==> src/rtl/adc_pp_pkg.sv <==
package adc_pp_pkg;

    typedef enum logic [2:0] {
        MODE_PASS  = 3'b000,
        MODE_ACC   = 3'b001,
        MODE_AVG   = 3'b010,
        MODE_BURST = 3'b011,
        MODE_LPF   = 3'b100
    } pp_mode_e;

    localparam int SHW = 3;

    // Shift code 7 is invalid and behaves as 0.
    function automatic logic [SHW-1:0] eff_shift(input logic [SHW-1:0] s);
        return (s == 3'b111) ? '0 : s;
    endfunction

endpackage

==> src/rtl/adc_pp_clear.sv <==
module adc_pp_clear #(
    parameter int CLR_CYCLES = 3
) (
    input  logic clk,
    input  logic rst_n,
    input  logic clr_cmd,
    output logic busy,
    output logic wipe
);
    localparam int TW = $clog2(CLR_CYCLES + 1);
    localparam logic [TW-1:0] LAST = TW'(CLR_CYCLES - 1);

    typedef struct packed {
        logic          busy;
        logic [TW-1:0] tmr;
    } clr_t;

    clr_t s_d, s_q;

    always_comb begin
        s_d = s_q;
        if (!s_q.busy) begin
            if (clr_cmd) begin
                s_d.busy = 1'b1;
                s_d.tmr  = '0;
            end
        end else if (s_q.tmr == LAST) begin
            s_d.busy = 1'b0;
        end else begin
            s_d.tmr = s_q.tmr + 1'b1;
        end
    end

    always_ff @(posedge clk or negedge rst_n) begin
        if (!rst_n) s_q <= '0;
        else        s_q <= s_d;
    end

    assign busy = s_q.busy;
    assign wipe = s_q.busy && (s_q.tmr == LAST);

    // Independent run-length counter for the busy window
    logic [TW:0] run_q;
    always_ff @(posedge clk or negedge rst_n) begin
        if (!rst_n)      run_q <= '0;
        else if (busy)   run_q <= run_q + 1'b1;
        else             run_q <= '0;
    end

    a_r9_busy_bounded: assert property (@(posedge clk) disable iff (!rst_n)
        run_q <= (TW+1)'(CLR_CYCLES));
    a_r9_wipe_ends_busy: assert property (@(posedge clk) disable iff (!rst_n)
        wipe |=> !busy);
    a_r9_no_restart: assert property (@(posedge clk) disable iff (!rst_n)
        (busy && !wipe) |=> busy);

endmodule

==> src/rtl/adc_pp_prev.sv <==
module adc_pp_prev #(
    parameter int DW = 10,
    parameter int AW = 16
) (
    input  logic          clk,
    input  logic          rst_n,
    input  logic          res_valid,
    input  logic [DW-1:0] res_data,
    input  logic          soc,
    input  logic          prev_sel,
    input  logic [AW-1:0] proc_out,
    output logic [AW-1:0] prev
);
    typedef struct packed {
        logic [DW-1:0] raw;
        logic [AW-1:0] prev;
    } prv_t;

    prv_t s_d, s_q;

    always_comb begin
        s_d = s_q;
        if (res_valid) s_d.raw = res_data;
        if (soc) begin
            s_d.prev = prev_sel ? proc_out : {{(AW-DW){1'b0}}, s_q.raw};
        end
    end

    always_ff @(posedge clk or negedge rst_n) begin
        if (!rst_n) s_q <= '0;
        else        s_q <= s_d;
    end

    assign prev = s_q.prev;

    a_r10_prev_holds: assert property (@(posedge clk) disable iff (!rst_n)
        !soc |=> $stable(prev));
    a_r10_prev_filtered: assert property (@(posedge clk) disable iff (!rst_n)
        (soc && prev_sel) |=> (prev == $past(proc_out)));

endmodule

==> src/rtl/adc_pp_core.sv <==
module adc_pp_core
    import adc_pp_pkg::*;
#(
    parameter int DW  = 10,
    parameter int AW  = 16,
    parameter int RPW = 7
) (
    input  logic           clk,
    input  logic           rst_n,
    input  logic [2:0]     cfg_mode,
    input  logic [SHW-1:0] cfg_shift,
    input  logic [RPW-1:0] cfg_repeat,
    input  logic           soc,
    input  logic           smp_valid,
    input  logic [DW-1:0]  smp_data,
    input  logic           wipe,
    output logic [AW-1:0]  out_data,
    output logic           out_done,
    output logic [AW-1:0]  acc,
    output logic [RPW-1:0] cnt,
    output logic           ovf,
    output logic           active
);
    localparam logic [RPW-1:0] CNT_MAX = '1;

    typedef struct packed {
        logic [AW-1:0]  acc;
        logic [RPW-1:0] cnt;
        logic           ovf;
        logic [AW-1:0]  out;
        logic           done;
        logic           active;
    } core_t;

    core_t s_d, s_q;

    logic [SHW-1:0] sh;
    logic [AW-1:0]  ext;
    logic [AW:0]    sum;
    logic [AW:0]    fsum;
    logic [RPW-1:0] cnt_inc;
    logic           reach;

    always_comb begin
        sh      = eff_shift(cfg_shift);
        ext     = {{(AW-DW){1'b0}}, smp_data};
        sum     = {1'b0, s_q.acc} + {1'b0, ext};
        fsum    = sum - {1'b0, (s_q.acc >> sh)};
        cnt_inc = (s_q.cnt == CNT_MAX) ? s_q.cnt : s_q.cnt + 1'b1;
        reach   = (cnt_inc >= cfg_repeat);

        s_d      = s_q;
        s_d.done = 1'b0;

        case (cfg_mode)
            MODE_ACC: if (smp_valid) begin
                s_d.acc  = sum[AW-1:0];
                s_d.ovf  = s_q.ovf | sum[AW];
                s_d.cnt  = cnt_inc;
                s_d.out  = sum[AW-1:0] >> sh;
                s_d.done = 1'b1;
            end
            MODE_AVG: if (smp_valid) begin
                s_d.ovf = s_q.ovf | sum[AW];
                if (reach) begin
                    s_d.out  = sum[AW-1:0] >> sh;
                    s_d.done = 1'b1;
                    s_d.acc  = '0;
                    s_d.cnt  = '0;
                end else begin
                    s_d.acc = sum[AW-1:0];
                    s_d.cnt = cnt_inc;
                end
            end
            MODE_BURST: begin
                if (!s_q.active) begin
                    if (soc) begin
                        s_d.active = 1'b1;
                        s_d.acc    = '0;
                        s_d.cnt    = '0;
                    end
                end else if (smp_valid) begin
                    s_d.ovf = s_q.ovf | sum[AW];
                    if (reach) begin
                        s_d.out    = sum[AW-1:0] >> sh;
                        s_d.done   = 1'b1;
                        s_d.acc    = '0;
                        s_d.cnt    = '0;
                        s_d.active = 1'b0;
                    end else begin
                        s_d.acc = sum[AW-1:0];
                        s_d.cnt = cnt_inc;
                    end
                end
            end
            MODE_LPF: if (smp_valid) begin
                s_d.acc  = fsum[AW-1:0];
                s_d.ovf  = s_q.ovf | fsum[AW];
                s_d.cnt  = cnt_inc;
                s_d.out  = fsum[AW-1:0] >> sh;
                s_d.done = 1'b1;
            end
            default: if (smp_valid) begin
                s_d.out  = ext;
                s_d.done = 1'b1;
            end
        endcase

        if (cfg_mode != MODE_BURST) s_d.active = 1'b0;

        if (wipe) begin
            s_d.acc = '0;
            s_d.cnt = '0;
            s_d.ovf = 1'b0;
        end
    end

    always_ff @(posedge clk or negedge rst_n) begin
        if (!rst_n) s_q <= '0;
        else        s_q <= s_d;
    end

    assign out_data = s_q.out;
    assign out_done = s_q.done;
    assign acc      = s_q.acc;
    assign cnt      = s_q.cnt;
    assign ovf      = s_q.ovf;
    assign active   = s_q.active;

    logic pass_like;
    assign pass_like = (cfg_mode == MODE_PASS) || (cfg_mode > MODE_LPF);

    a_r8_ovf_sticky: assert property (@(posedge clk) disable iff (!rst_n)
        (ovf && !wipe) |=> ovf);
    a_r2_pass_keeps_acc: assert property (@(posedge clk) disable iff (!rst_n)
        (pass_like && !wipe) |=> $stable(acc));
    a_r5_idle_ignores: assert property (@(posedge clk) disable iff (!rst_n)
        (cfg_mode == MODE_BURST && !active && !soc && !wipe) |=> ($stable(acc) && !out_done));
    a_r9_wipe_zeroes: assert property (@(posedge clk) disable iff (!rst_n)
        wipe |=> (acc == '0 && cnt == '0 && !ovf));
    a_r11_done_needs_word: assert property (@(posedge clk) disable iff (!rst_n)
        out_done |-> $past(smp_valid));

endmodule

==> src/rtl/adc_postproc.sv <==
module adc_postproc
    import adc_pp_pkg::*;
#(
    parameter int DW         = 10,
    parameter int ACC_GROW   = 6,
    parameter int RPW        = 7,
    parameter int CLR_CYCLES = 3
) (
    input  logic                 clk,
    input  logic                 rst_n,
    input  logic [2:0]           cfg_mode,
    input  logic [2:0]           cfg_shift,
    input  logic [RPW-1:0]       cfg_repeat,
    input  logic                 cfg_prev_sel,
    input  logic                 clr_cmd,
    input  logic                 soc,
    input  logic                 res_valid,
    input  logic [DW-1:0]        res_data,
    output logic [DW+ACC_GROW-1:0] out_data,
    output logic                 out_done,
    output logic [DW+ACC_GROW-1:0] acc,
    output logic [RPW-1:0]       smp_cnt,
    output logic                 ovf,
    output logic [DW+ACC_GROW-1:0] prev,
    output logic                 clr_busy,
    output logic                 conv_req
);
    localparam int AW = DW + ACC_GROW;

    logic wipe;

    adc_pp_clear #(.CLR_CYCLES(CLR_CYCLES)) u_clear (
        .clk     (clk),
        .rst_n   (rst_n),
        .clr_cmd (clr_cmd),
        .busy    (clr_busy),
        .wipe    (wipe)
    );

    adc_pp_core #(.DW(DW), .AW(AW), .RPW(RPW)) u_core (
        .clk        (clk),
        .rst_n      (rst_n),
        .cfg_mode   (cfg_mode),
        .cfg_shift  (cfg_shift),
        .cfg_repeat (cfg_repeat),
        .soc        (soc),
        .smp_valid  (res_valid),
        .smp_data   (res_data),
        .wipe       (wipe),
        .out_data   (out_data),
        .out_done   (out_done),
        .acc        (acc),
        .cnt        (smp_cnt),
        .ovf        (ovf),
        .active     (conv_req)
    );

    adc_pp_prev #(.DW(DW), .AW(AW)) u_prev (
        .clk       (clk),
        .rst_n     (rst_n),
        .res_valid (res_valid),
        .res_data  (res_data),
        .soc       (soc),
        .prev_sel  (cfg_prev_sel),
        .proc_out  (out_data),
        .prev      (prev)
    );

endmodule

==> config.mk <==
export PLATFORM = sky130hd
export DESIGN_NAME = adc_postproc
export DESIGN_NICKNAME = d
export VERILOG_FILES = /design/src/rtl/adc_pp_pkg.sv /design/src/rtl/adc_pp_clear.sv /design/src/rtl/adc_pp_prev.sv /design/src/rtl/adc_pp_core.sv /design/src/rtl/adc_postproc.sv
export SDC_FILE = /design/constraint.sdc
export NUM_CORES = 1
export LEC_CHECK = 0
export CELL_PAD_IN_SITES_DETAIL_PLACEMENT = 0
export CELL_PAD_IN_SITES_GLOBAL_PLACEMENT = 1
export CORE_MARGIN = 5
export CORE_UTILIZATION = 44
export CTS_CLUSTER_SIZE = 25
export DETAILED_ROUTE_END_ITERATION = 10
export GPL_TIMING_DRIVEN = 1
export PLACE_DENSITY = 0.86
export REMOVE_ABC_BUFFERS = 1
export SLEW_MARGIN = 20
export SYNTH_ARGS = -nofsm -noshare
export SYNTH_HDL_FRONTEND = slang
export SYNTH_SLANG_ARGS = --single-unit
==> constraint.sdc <==
create_clock -name clk -period 12.48 [get_ports clk]
set_clock_uncertainty 0.1 [all_clocks]
set_input_delay 1.872 -clock clk [delete_from_list [all_inputs] [get_ports clk]]
set_output_delay 1.872 -clock clk [all_outputs]
set_load 0.01 [all_outputs]
==> flow_metrics.env <==
export IMPL_status="finished clean"
export IMPL_crit_type="primary input to flip-flop"
export IMPL_fillCellCount=1630
export IMPL_syn_avg_cell_area_um2=8.095
export IMPL_viasPerCell=6.398
export IMPL_finalSetupViolations=0
export IMPL_hold_buffers=0
export IMPL_io_pin_count=88
export IMPL_cpMaxStageDelayCell="and2_2"
export IMPL_fp_row_count=47
export IMPL_async_flop_share_pct=100.0
export IMPL_cp_end_kind="flip-flop"
export IMPL_fin_cells=1185
export IMPL_ant_nets=0
export IMPL_post_place_cells=1169
export IMPL_cts_root_buf="clkbuf_16"
export IMPL_p_int_w=0.001145
export IMPL_clk_pin_slew_ns=0.07
export IMPL_yosysSeqAreaShare_pct=23.55
export IMPL_cts_buffer_depth=2
export IMPL_cp_max_fo=44
export IMPL_crit_chain="clkdlybuf4s50_1 -> and2_2 -> mux4_2 -> nand2_1 -> nand2_1 -> ha_1 -> fa_1 -> nand2b_1 -> a21oi_2 -> nor2_1 -> xnor2_1 -> mux4_2 -> a22oi_1 -> a31oi_1 -> o221a_1"
export IMPL_dominantRegCellSynth="dfrtp_1"
export IMPL_die_w_um=140.9
export IMPL_p_per_area_nw_per_um2=283.1
export IMPL_maxCapViolations=0
export IMPL_h_tree_depth=3
export IMPL_timing_slew_headroom_pct=24.60
export IMPL_min_period_over_period_pct=55.84
export IMPL_power_frac_seq_pct=14.7
export IMPL_max_stage_delay_ns=0.99
export IMPL_worstPathArrival_ns=7.11
export IMPL_grt_pass1_vias=7019
export IMPL_rsz0062_at_grt="no"
export IMPL_synth_seq_cells=71
export IMPL_grt_max_degree=72
export IMPL_area_growth_pct=13.91
export IMPL_antennaDiodeCount=0
export IMPL_cts_buffers=9
export IMPL_drc=0
export IMPL_grt_pass1_wl_mm=40.25
export IMPL_drt_total_wl_mm=25.52
export IMPL_cts_resized=0
export IMPL_ys_warn_count=0
export IMPL_portBuffers=87
export IMPL_first_pass_iters=6
export IMPL_grtUsageTotal_pct=25.42
export IMPL_num_vias=7582
export IMPL_core_um2=16700
export IMPL_crit_buf_inv=1
export IMPL_tightestPinTransition_ns=1.113
export IMPL_wire_per_inst_um=21.54
export IMPL_grt_antenna_before_repair=0
export IMPL_drv_slew=0
export IMPL_crit_required_ns=12.62
export IMPL_die_y_um=140.9
export IMPL_first_iter_violations=863
export IMPL_final_common_cell="nand2_1"
export IMPL_dieArea_um2=19870
export IMPL_syn_inst=932
export IMPL_p_switching_w=0.001289
export IMPL_cts_tree="done"
export IMPL_synth_edf_count=0
export IMPL_power_frac_comb_pct=74.1
export IMPL_clock_latency_ns=0.35
export IMPL_start_util_pct=45.18
export IMPL_tns_ns=0
export IMPL_netSwitchingFraction_pct=52.96
export IMPL_cts_sinks=71
export IMPL_final_cell_mix="nand2_1 (97), clkdlybuf4s50_1 (86), nor2_1 (81), a21oi_1 (72), dfrtp_1 (71)"
export IMPL_hp_class="flip-flop to flip-flop"
export IMPL_hold_viol_final=0
export IMPL_leakage_nw=3.539
export IMPL_nets=1026
export IMPL_clockPowerShare_pct=11.2
export IMPL_dp_hpwl_mm=19.00
export IMPL_cts_setup_buffers=0
export IMPL_yosysUniqueCellTypes=93
export IMPL_fmax_mhz=143.5
export IMPL_period_needed_ns=6.969
export IMPL_netlist_area_um2=7545
export IMPL_critical_path_top_delay_family="simple AND/OR/NAND/NOR gates"
export IMPL_cp_start_kind="primary input"
export IMPL_drive_above_1_share_pct=9.534
export IMPL_ir_drop_mv=0.1429
export IMPL_grt_ovfl_total=0
export IMPL_place_congestion=0.9716
[registers in the layout, indices dropped and copies added (netlist names), 2 cells and up]
register	flops
u_core.acc	16
u_core.out_data	16
u_prev.prev	16
u_prev.s_q	10
u_core.cnt	7
u_clear.s_q	2
[power by group through the flow]
| stage | registers [W] | clock network [W] | logic, W |
|---|---|---|---|
| after floorplan | 0.000358 | 0 | 0.00126 |
| after global placement | 0.000359 | 0 | 0.00174 |
| after detailed placement | 0.000360 | 0 | 0.00174 |
| after CTS | 0.000357 | 0.000277 | 0.00175 |
| after global routing | 0.000368 | 0.000285 | 0.00193 |
| final | 0.000358 | 0.000272 | 0.00180 |
[kinds of logic (layout without fill, tap and decap cells)]
kind of cell             after synthesis  in the layout  share of synthesized area, %
AO/OA/AOI/OAI                        307            307                         29.50
flip-flops                            71             71                         23.55
XOR/XNOR                              19             19                         2.305
multiplexers                          62             62                         9.917
buffers and inverters                115            148                         8.010
AND/OR/NAND/NOR                      321            321                         20.38
adder cells (fa/ha/maj)               37             37                         6.335
[per-layer routing]
| metal | share of wire [%] | global-route usage (%) | vias to the layer above |
|---|---|---|---|
| met5 | 0 | 0 | - |
| met4 | 2.6 | 6.578 | 0 |
| met3 | 10 | 6.062 | 61 |
| met2 | 44 | 38.71 | 388 |
| met1 | 43 | 36.33 | 3596 |
| li1 | - | - | 3537 |
[worst paths after layout]
path	from	end	slack [ns]	cells past startpoint
min in group asynchronous	rst_n	u_clear.s_q[1]$_DFFE_PN0P_	1.57	1
min	u_prev.s_q[22]$_DFFE_PN0P_	u_prev.s_q[22]$_DFFE_PN0P_	0.41	1
min reg2reg	u_prev.s_q[22]$_DFFE_PN0P_	u_prev.s_q[22]$_DFFE_PN0P_	0.41	1
max reg2reg	u_core.acc[0]$_DFFE_PN0P_	u_core.out_data[8]$_DFFE_PN0P_	7.55	16
max	cfg_shift[1]	u_core.out_data[2]$_DFFE_PN0P_	5.51	15
max in group asynchronous	rst_n	u_core.acc[5]$_DFFE_PN0P_	10.13	1
[cell type report]
cell class	count	area [um^2]	area share (%)
repair buffers	95	928.4	10.80
well taps	220	275.3	3.203
clock buffers	10	239.0	2.781
inverters	37	138.9	1.616
multi-input cells	746	5167	60.13
clock inverters	6	68.82	0.8007
flip-flops and latches	71	1777	20.67
[cell usage after synthesis (all sizes together) (7+ instances only)]
| library cell | instances | area [um^2] |
|---|---|---|
| nor2 | 86 | 332.8 |
| nand2 | 101 | 389.1 |
| a22o | 10 | 87.58 |
| and2 | 9 | 56.30 |
| nor2b | 9 | 58.81 |
| nand3 | 33 | 165.2 |
| a32oi | 8 | 70.07 |
| and3 | 13 | 82.58 |
| nand4 | 8 | 50.05 |
| o22ai | 7 | 43.79 |
| a21oi | 79 | 444.2 |
| a21o | 14 | 105.1 |
| o21a | 7 | 60.05 |
| a211oi | 14 | 120.1 |
| o21ai | 54 | 277.8 |
| clkbuf | 39 | 196.4 |
| o31ai | 9 | 77.57 |
| dfrtp | 71 | 1777 |
| nor3 | 27 | 150.2 |
| nand2b | 11 | 68.82 |
| buf | 39 | 269.0 |
| a221oi | 10 | 87.58 |
| mux4 | 9 | 205.2 |
| ha | 35 | 437.9 |
| xnor2 | 15 | 138.9 |
| inv | 37 | 138.9 |
| a31oi | 13 | 81.33 |
| mux2 | 10 | 112.6 |
| a22oi | 8 | 65.06 |
| o211ai | 17 | 142.6 |
| mux2i | 43 | 430.4 |
[stage by stage]
stage | setup WS [ns] | hold slack (ns) | utilization [%] | power [W] | cell area [um^2]
2_1_floorplan | 6.054 | 0.3799 | - | 0.001619 | 7079
3_3_place_gp | 5.340 | 0.3907 | 49.62 | 0.002098 | 8287
3_5_place_dp | 5.239 | 0.3961 | 49.62 | 0.002104 | 8287
4_1_cts | 5.595 | 0.4101 | 51.46 | 0.002389 | 8594
5_1_grt | 5.136 | 0.4208 | 51.46 | 0.002587 | 8594
6_report | 5.511 | 0.4053 | 51.46 | 0.002433 | 8594
No activity file was read; power rests on OpenSTA's default activity.
